File: config.mk
export PLATFORM = sky130hd
export DESIGN_NAME = eprom_cell_array
export DESIGN_NICKNAME = d
export VERILOG_FILES = /design/src/rtl/eprom_pkg.sv /design/src/rtl/eprom_cell_array.sv
export SDC_FILE = /design/constraint.sdc
export NUM_CORES = 1
export LEC_CHECK = 0
export BUFFER_PORTS_ARGS = -buffer_cell sky130_fd_sc_hd__clkbuf_2
export CORE_UTILIZATION = 63
export DETAILED_ROUTE_END_ITERATION = 8
export PLACE_DENSITY = 0.86
export SLEW_MARGIN = 20
export SYNTH_ARGS = -nofsm -noshare
export SYNTH_HDL_FRONTEND = slang
export SYNTH_SLANG_ARGS = --single-unit
File: constraint.sdc
create_clock -name clk -period 2.5 [get_ports clk]
set_input_delay 0.25 -clock clk [delete_from_list [all_inputs] [get_ports clk]]
set_output_delay 0.25 -clock clk [all_outputs]
set_load 0.005 [all_outputs]
File: src/rtl/eprom_pkg.sv
package eprom_pkg;

  typedef enum logic [2:0] {
    MD_STANDBY   = 3'd0,
    MD_INHIBIT   = 3'd1,
    MD_OUTDIS    = 3'd2,
    MD_READ      = 3'd3,
    MD_SIGNATURE = 3'd4,
    MD_PROGRAM   = 3'd5,
    MD_VERIFY    = 3'd6
  } mode_e;

  localparam logic [7:0] ID_MAKER = 8'h20;
  localparam logic [7:0] ID_PART  = 8'h61;
  localparam logic [7:0] BLANK    = 8'hFF;

endpackage

File: src/rtl/eprom_cell_array.sv
module eprom_cell_array
  import eprom_pkg::*;
#(
  parameter int DEPTH = 64,
  parameter int AW    = 6
) (
  input  logic          clk,
  input  logic          rst_n,
  input  logic          erase,
  input  logic          wr_en,
  input  logic [AW-1:0] wr_addr,
  input  logic [7:0]    wr_data,
  input  logic [AW-1:0] rd_addr,
  output logic [7:0]    rd_data
);

  logic [7:0] mem_q [DEPTH];
  logic [7:0] mem_d [DEPTH];

  always_comb begin
    for (int i = 0; i < DEPTH; i++) begin
      if (erase)
        mem_d[i] = BLANK;
      else if (wr_en && (int'(wr_addr) == i))
        mem_d[i] = mem_q[i] & wr_data;
      else
        mem_d[i] = mem_q[i];
    end
  end

  always_ff @(posedge clk or negedge rst_n) begin
    if (!rst_n) begin
      for (int i = 0; i < DEPTH; i++) mem_q[i] <= BLANK;
    end else begin
      for (int i = 0; i < DEPTH; i++) mem_q[i] <= mem_d[i];
    end
  end

  assign rd_data = (int'(rd_addr) < DEPTH) ? mem_q[rd_addr] : BLANK;

  generate
    for (genvar g = 0; g < DEPTH; g++) begin : g_cell_chk
      // without erase, no bit may go from 0 to 1
      a_r7_bits_only_clear: assert property (@(posedge clk) disable iff (!rst_n)
        !erase |=> ((mem_q[g] & ~$past(mem_q[g])) == 8'h00));
      // erase fills every byte
      a_r9_erase_fill: assert property (@(posedge clk) disable iff (!rst_n)
        erase |=> (mem_q[g] == BLANK));
    end
  endgenerate

endmodule

==> impl_summary.txt, run 1 <==
----------------------------------------------------
[Outcome]
  Outcome ... finished, violations left
  Violations in the final reports ... setup timing

[Global routing]
  First-pass GRT wire length ... 103000 microns
  Via count of the first global-routing pass ... 18068
  Pin count of the biggest net entering global routing ... 130
  Remaining global-route overflow ... 0
  Antenna violations before repair ... 2
  Total Routing Usage GR ... 34.7%

[Job]
  Maximum Capacitance Violations ... 0

[Placed design]
  Detailed-placement wirelength estimate ... 40200 microns
  Quantity of I/O buffers inserted on ports ... 31
  Setup WS pre-CTS ... 0.0118 ns
  Routability cong. ... 0.965

[Yosys]
  Synthesized flop and latch total ... 512
  Count of different cell masters after synthesis ... 34
  Largest area contributor in the synthesized netlist ... sky130_fd_sc_hd__dfstp_2
  Cell types occupying the most area after synthesis ... sky130_fd_sc_hd__dfstp_2 (56%), sky130_fd_sc_hd__nand2b_1 (13%), sky130_fd_sc_hd__mux4_2 (12%)
  Mapped Nets ... 2091
  Avg Cell Area, Syn ... 11.7 sq um
  Syn Std Cell Area ... 0.0242 sq mm
  Number of cells produced by synthesis ... 2067
  Area share of the largest cell type after synthesis ... 55.6%
  Post-synth EDFFs ... 0
  Ranking of synthesized cells by instance count ... sky130_fd_sc_hd__nand2b_1 (520), sky130_fd_sc_hd__o21ai_0 (520), sky130_fd_sc_hd__dfstp_2 (512)
  Dominant register cell in the synthesized netlist ... sky130_fd_sc_hd__dfstp_2
  Register area share after synthesis ... 55.6%
  Synthesis Warnings ... 0
  Share of synthesized registers carrying an async set or reset ... 100%

[Clocking]
  Total clock buffers created by CTS ... 51
  Clk_lat worst skew ... 0.60 ns
  CTS Sinks ... 512
  CTS H-tree lvls ... 2
  Number of setup buffers added after CTS ... 0
  Clock transition time at the flip-flop clock pins of the worst setup and hold paths ... 0.06 ns
  CTS Root Buffer Type ... sky130_fd_sc_hd__clkbuf_16
  Bufs on Longest Clock Path ... 3
  CTS tree ... done

[Layout]
  Max reg flops ... 512
  Largest registers ... mem_q x512
  Count of filler cells inserted in the layout ... 2346
  Total area of multi-input combinational cells ... 0.0102 sq mm
  Ratio of cells with drive above 1 in the final layout ... 41.6%
  Layout overhead on the synthesized area ... 12.0%
  Final core utilization ... 71.8%
  Flip-flop and latch area ... 0.0135 sq mm
  Largest reg by FF count ... mem_q
  Number of nets in the layout ... 2103

[Worst setup path]
  Bufs and invs on worst path ... 2
  Maximum net fanout on the critical path ... 2
  Element type at the critical path end ... output pin
  Critical path launch point type ... flop
  Required time of the critical path ... 2.25 ns
  Ordered cell list for the critical path ... mux4_2, mux2i_1, buf_4, mux2i_1, o211ai_1, o21ai_2, clkbuf_2
  Crit path largest cell delay ... 0.49 ns
  Crit Path Class ... reg -> out
  Crit path depth ... 7
  Critical path's top delay family ... multiplexers
  Critical Path AT ... 2.44 ns
  Worst Reg-to-Reg Cells ... 2
  Slowest cell on the critical path ... sky130_fd_sc_hd__mux4_2
  Cell mode on critical path ... sky130_fd_sc_hd__mux2i_1

[Timing]
  Hold slack final ... 0.0837 ns
  Time the worst path needs with I/O delays and setup ... 2.69 ns
  Max Clock Skew ... 0 ns
  Number of max-slew violations in the final report ... 0
  Final worst path period share ... 108%
  Endpoints failing setup ... 8
  Post-route worst setup slack ... -0.195 ns
  Total count of hold-check failures in the final report ... 0
  Headroom to the max-slew limit ... 31.0%
  Actual slew at the worst max-slew pin ... 1.04 ns
  Upper clock frequency limit ... 371 MHz
  RSZ-0062 raised after global routing ... true

[Floorplan]
  Num rows ... 71
  Floorplan core area ... 0.0378 sq mm
  Die Outline Area ... 0.0392 sq mm
  Initial cell density of the core ... 64.1%
  Die Wd ... 198 microns
  Die span in y ... 198 microns
  I/O pin total ... 32

[Routing]
  Vias per cell ... 6.67
  Vias ... 17512
  Average wire per standard cell ... 25.0 microns
  Detailed-route DRC error count ... 0
  Pre-Repair DR Iteration Count ... 6
  Detailed Route Iter0 Violations ... 1973
  Total detailed-routing wirelength ... 65700 microns
  Residual antenna-violating net count after detailed routing ... 0

[Power]
  Leakage ... 0.00929 uW
  Power Dens Cells ... 644 mW/mm^2
  VDD IR-drop max ... 0.563 mV
  Total Power Consumption ... 17500 uW

[Worst hold path]
  Cell count of the worst hold path ... 2
  Type of the worst min-delay path ... in -> reg

----------------------------------------------------
timing repair:
action | 4_1_cts | 5_1_grt
endpoints found under the setup margin | 8 | 8
hold buffers | 1 | 0
gates resized for setup | 23 | 6
pin swaps | 5 | 6
endpoints found under the hold margin | 42 | 0
kinds of logic after synthesis:
kind of cell | share of synthesized area [%]
DFF | 55.6
AOI/OAI and AO/OA | 12.6
and+or+nand+nor | 15.7
muxes | 13.1
buffers and inverters | 2.97
cells in the final DEF (no fill, tap or decap), types with 4 or more instances in the layout:
| cell type | instances |
|---|---|
| sky130_fd_sc_hd__nand2b_1 | 520 |
| sky130_fd_sc_hd__o21ai_0 | 520 |
| sky130_fd_sc_hd__dfstp_2 | 512 |
| sky130_fd_sc_hd__mux4_2 | 124 |
| sky130_fd_sc_hd__buf_4 | 72 |
| sky130_fd_sc_hd__nand2_1 | 70 |
| sky130_fd_sc_hd__clkbuf_16 | 52 |
| sky130_fd_sc_hd__clkbuf_2 | 25 |
| sky130_fd_sc_hd__nor2_1 | 20 |
| sky130_fd_sc_hd__buf_12 | 20 |
| sky130_fd_sc_hd__mux2_2 | 19 |
| sky130_fd_sc_hd__o22ai_1 | 16 |
| sky130_fd_sc_hd__nor3_1 | 15 |
| sky130_fd_sc_hd__clkbuf_1 | 10 |
| sky130_fd_sc_hd__mux2i_1 | 8 |
| sky130_fd_sc_hd__clkbuf_8 | 7 |
| sky130_fd_sc_hd__nor2b_1 | 6 |
| sky130_fd_sc_hd__bufinv_16 | 6 |
| sky130_fd_sc_hd__clkinv_2 | 6 |
| sky130_fd_sc_hd__and3_1 | 5 |
| sky130_fd_sc_hd__o221ai_1 | 5 |
| sky130_fd_sc_hd__mux2_4 | 5 |
| sky130_fd_sc_hd__a22oi_1 | 4 |
| sky130_fd_sc_hd__nand3_1 | 4 |
| sky130_fd_sc_hd__a21oi_1 | 4 |
| sky130_fd_sc_hd__o211ai_1 | 4 |
| sky130_fd_sc_hd__o21ai_2 | 4 |
| sky130_fd_sc_hd__a211oi_1 | 4 |
| sky130_fd_sc_hd__a221oi_1 | 4 |
| sky130_fd_sc_hd__a22oi_2 | 4 |
| sky130_fd_sc_hd__o21ai_1 | 4 |
| sky130_fd_sc_hd__a21o_1 | 4 |
through the flow:
stage / instance area (sq um) / std cells / TNS (ns)
4_1_cts: 27100 / 2623 / -1.12
5_1_grt: 27100 / 2623 / -1.41
3_3_place_gp: 25300 / 2538 / 0
2_1_floorplan: 24200 / 2067 / 0
6_report: 27100 / 2625 / -1.12
3_5_place_dp: 25300 / 2538 / 0
worst paths after layout:
| kind | slack (ns) | endpoint | startpoint |
|---|---|---|---|
| hold reg to reg | 0.48 | mem_q[459]$_DFFE_PN1P_ | mem_q[459]$_DFFE_PN1P_ |
| max in group asynchronous | 1.42 | mem_q[74]$_DFFE_PN1P_ | rst_n |
| hold / removal | 0.08 | mem_q[355]$_DFFE_PN1P_ | erase |
| setup reg to reg | 1.61 | mem_q[422]$_DFFE_PN1P_ | mem_q[422]$_DFFE_PN1P_ |
| min in group asynchronous | 0.46 | mem_q[501]$_DFFE_PN1P_ | rst_n |
| setup / recovery | -0.19 | rd_data[6] | mem_q[390]$_DFFE_PN1P_ |
worst reg2reg max path: cells and delay by family, from the launching register on:
| family | cells | cell delay [ns] |
|---|---|---|
| AND/OR/NAND/NOR | 1 | 0.15 |
| AO/OA/AOI/OAI | 1 | 0.14 |
| flip-flops | 1 | 0.54 |
power breakdown:
group / switching [uW] / total (uW) / internal, uW
combinational: 766 / 1190 / 423
clock: 3240 / 7860 / 4620
sequential: 18.3 / 8410 / 8390
total: 4020 / 17500 / 13400
layout make-up:
class | count | share of cell area, %
Multi-Input combinational cell | 1391 | 37.6
Clock buffer | 69 | 5.29
Timing Repair Buffer | 123 | 4.18
Tap cell | 511 | 2.36
Clock inverter | 17 | 0.956
Antenna cell | 2 | 0.0185
Sequential cell | 512 | 49.6
layer usage:
layer / vias up / wire (microns) / GRT usage [%]
met3: 244 / 7330 / 9.62
li1: 7242 / - / -
met2: 1090 / 31000 / 53.3
met1: 8936 / 24100 / 45.7
met4: 0 / 3280 / 17.5
met5: - / 0 / 0
Power figures use the tool's default switching activity.
==> run 2, diff against run 1 <==
- SKIP_CTS_REPAIR_TIMING: not set -> 1
==> run 2 against run 1 <==
- the flow still finishes with violations (setup timing)
- sequential share of layout area about the same
- first-iteration DRC count up 3.4%
- clock power about the same
- setup slack better by 0.0048 ns
- critical path type unchanged
==> impl_summary.txt, run 2 (synthesis results as in run 1) <==
----------------------------------------------------
[Worst hold path]
  Worst Hold End ... mem_q[436]$_DFFE_PN1P_
  Type of the worst min-delay path ... in -> reg
  Hold path startpoint ... erase
  Cell count of the worst hold path ... 2

[Clocking]
  CTS Sinks ... 512
  CTS Root Buffer Type ... sky130_fd_sc_hd__clkbuf_16
  CTS H-tree lvls ... 2
  Total clock buffers created by CTS ... 51
  Clk_lat worst skew ... 0.60 ns
  Clock transition time at the flip-flop clock pins of the worst setup and hold paths ... 0.06 ns
  CTS tree ... done
  Bufs on Longest Clock Path ... 3

[Global routing]
  Antenna violations before repair ... 3
  Pin count of the biggest net entering global routing ... 130
  Via count of the first global-routing pass ... 17943
  Remaining global-route overflow ... 0
  Total Routing Usage GR ... 34.4%
  First-pass GRT wire length ... 102000 microns

[Power]
  Total Power Consumption ... 17500 uW
  Power Dens Cells ... 645 mW/mm^2
  Leakage ... 0.00927 uW
  Share of power burned in the clock network ... 45.1%
  Internal ... 13400 uW
  VDD IR-drop max ... 0.561 mV
  Sequential cell fraction of total power ... 48.1%
  Sw frac ... 23.1%
  Part of the power in combinational logic ... 6.8%
  Net switching power of the design ... 4030 uW

[Floorplan]
  Initial cell density of the core ... 64.1%
  I/O pin total ... 32
  Die span in y ... 198 microns
  Die Wd ... 198 microns
  Die Outline Area ... 0.0392 sq mm
  Floorplan core area ... 0.0378 sq mm
  Num rows ... 71

[Worst setup path]
  Maximum net fanout on the critical path ... 2
  Setup crit start ... mem_q[390]$_DFFE_PN1P_
  Critical path's top delay family ... multiplexers
  Crit path largest cell delay ... 0.49 ns
  Reg2reg setup slack ... 1.63 ns
  Required time of the critical path ... 2.25 ns
  Element type at the critical path end ... output pin
  Worst Reg-to-Reg Cells ... 2
  Source of the worst register-to-register timing path ... mem_q[390]$_DFFE_PN1P_
  Bufs and invs on worst path ... 2
  Crit Path Class ... reg -> out
  Slowest cell on the critical path ... sky130_fd_sc_hd__mux4_2
  R2R Path End ... mem_q[390]$_DFFE_PN1P_
  Critical Path AT ... 2.44 ns
  Ordered cell list for the critical path ... mux4_2, mux2i_2, buf_4, mux2i_1, o211ai_1, o21ai_2, clkbuf_2
  Critical path launch point type ... flop

[Timing]
  Post-route worst setup slack ... -0.190 ns
  Time the worst path needs with I/O delays and setup ... 2.69 ns
  Total count of hold-check failures in the final report ... 0
  Upper clock frequency limit ... 372 MHz
  Max Clock Skew ... 0 ns
  Endpoints failing setup ... 8
  Headroom to the max-slew limit ... 35.0%
  Actual slew at the worst max-slew pin ... 0.975 ns
  Final worst path period share ... 108%
  Number of max-slew violations in the final report ... 0
  RSZ-0062 raised after global routing ... true

[Outcome]
  Outcome ... finished, violations left
  Violations in the final reports ... setup timing

[Routing]
  Total detailed-routing wirelength ... 65700 microns
  Detailed Route Iter0 Violations ... 2041
  Residual antenna-violating net count after detailed routing ... 0
  Detailed-route DRC error count ... 0
  Pre-Repair DR Iteration Count ... 5
  Vias ... 17444
  Average wire per standard cell ... 25.0 microns
  Vias per cell ... 6.65

[Placed design]
  Routability cong. ... 0.965
  Detailed-placement wirelength estimate ... 40200 microns
  Quantity of I/O buffers inserted on ports ... 31
  Setup WS pre-CTS ... 0.0118 ns

[Layout]
  Layout overhead on the synthesized area ... 11.9%
  Largest registers ... mem_q x512
  Final core utilization ... 71.8%
  Commonest cells after routing, fill and taps aside ... sky130_fd_sc_hd__nand2b_1 (520), sky130_fd_sc_hd__o21ai_0 (520), sky130_fd_sc_hd__dfstp_2 (512), sky130_fd_sc_hd__mux4_2 (124), sky130_fd_sc_hd__buf_4 (72)
  Largest reg by FF count ... mem_q
  Ratio of cells with drive above 1 in the final layout ... 41.5%
  Number of nets in the layout ... 2103
  Max reg flops ... 512

[Job]
  Maximum Capacitance Violations ... 0

----------------------------------------------------
[run 2: layer usage]
layer / global-route usage (%) / share of wire, %
met1: 45.5 / 37
met2: 53.3 / 47
met3: 9.10 / 11
met4: 16.5 / 4.3
met5: 0 / 0.037
[run 2: worst max-delay path by stage]
| stage | slack (ns) | to | cells after the start |
|---|---|---|---|
| after floorplan | 0.48 | rd_data[0] | 7 |
| after global placement | 0.05 | rd_data[1] | 9 |
| after detailed placement | 0.01 | rd_data[6] | 9 |
| after CTS | -0.33 | rd_data[4] | 7 |
| after global routing | -0.25 | rd_data[6] | 7 |
| final | -0.19 | rd_data[6] | 7 |
[run 2: per-stage QoR]
step	hold WS, ns	instance area, sq um	std cells	setup TNS [ns]
floorplan	0.102	24200	2067	0
global placement	0.466	25300	2538	0
detailed placement	0.473	25300	2538	0
CTS	-0.126	27000	2624	-1.80
global route	0.108	27100	2623	-1.52
finish	0.0794	27100	2625	-1.23
[run 2: power by group through the flow]
stage / registers [uW] / logic, uW / clock network (uW)
final: 8410 / 1190 / 7870
after global placement: 8520 / 1120 / 0
after CTS: 8400 / 1150 / 7920
after detailed placement: 8520 / 1140 / 0
after global routing: 8410 / 1250 / 8220
after floorplan: 8510 / 633 / 0
[run 2: area by class of cell]
type                       instances  area (sq um)
sequential                       512         13500
fill                            2357         10700
multi-input combinational       1391         10200
clock buffer                      69          1440
timing repair buffer             123          1130
tap                              511           639
clock inverter                    17           259
antenna                            2          5.00
[run 2: worst reg2reg max path: stages, from the launching register on]
cell and delay [ns]:
sky130_fd_sc_hd__dfstp_2 0.54, sky130_fd_sc_hd__o21ai_0 0.13, sky130_fd_sc_hd__nand2b_1 0.14
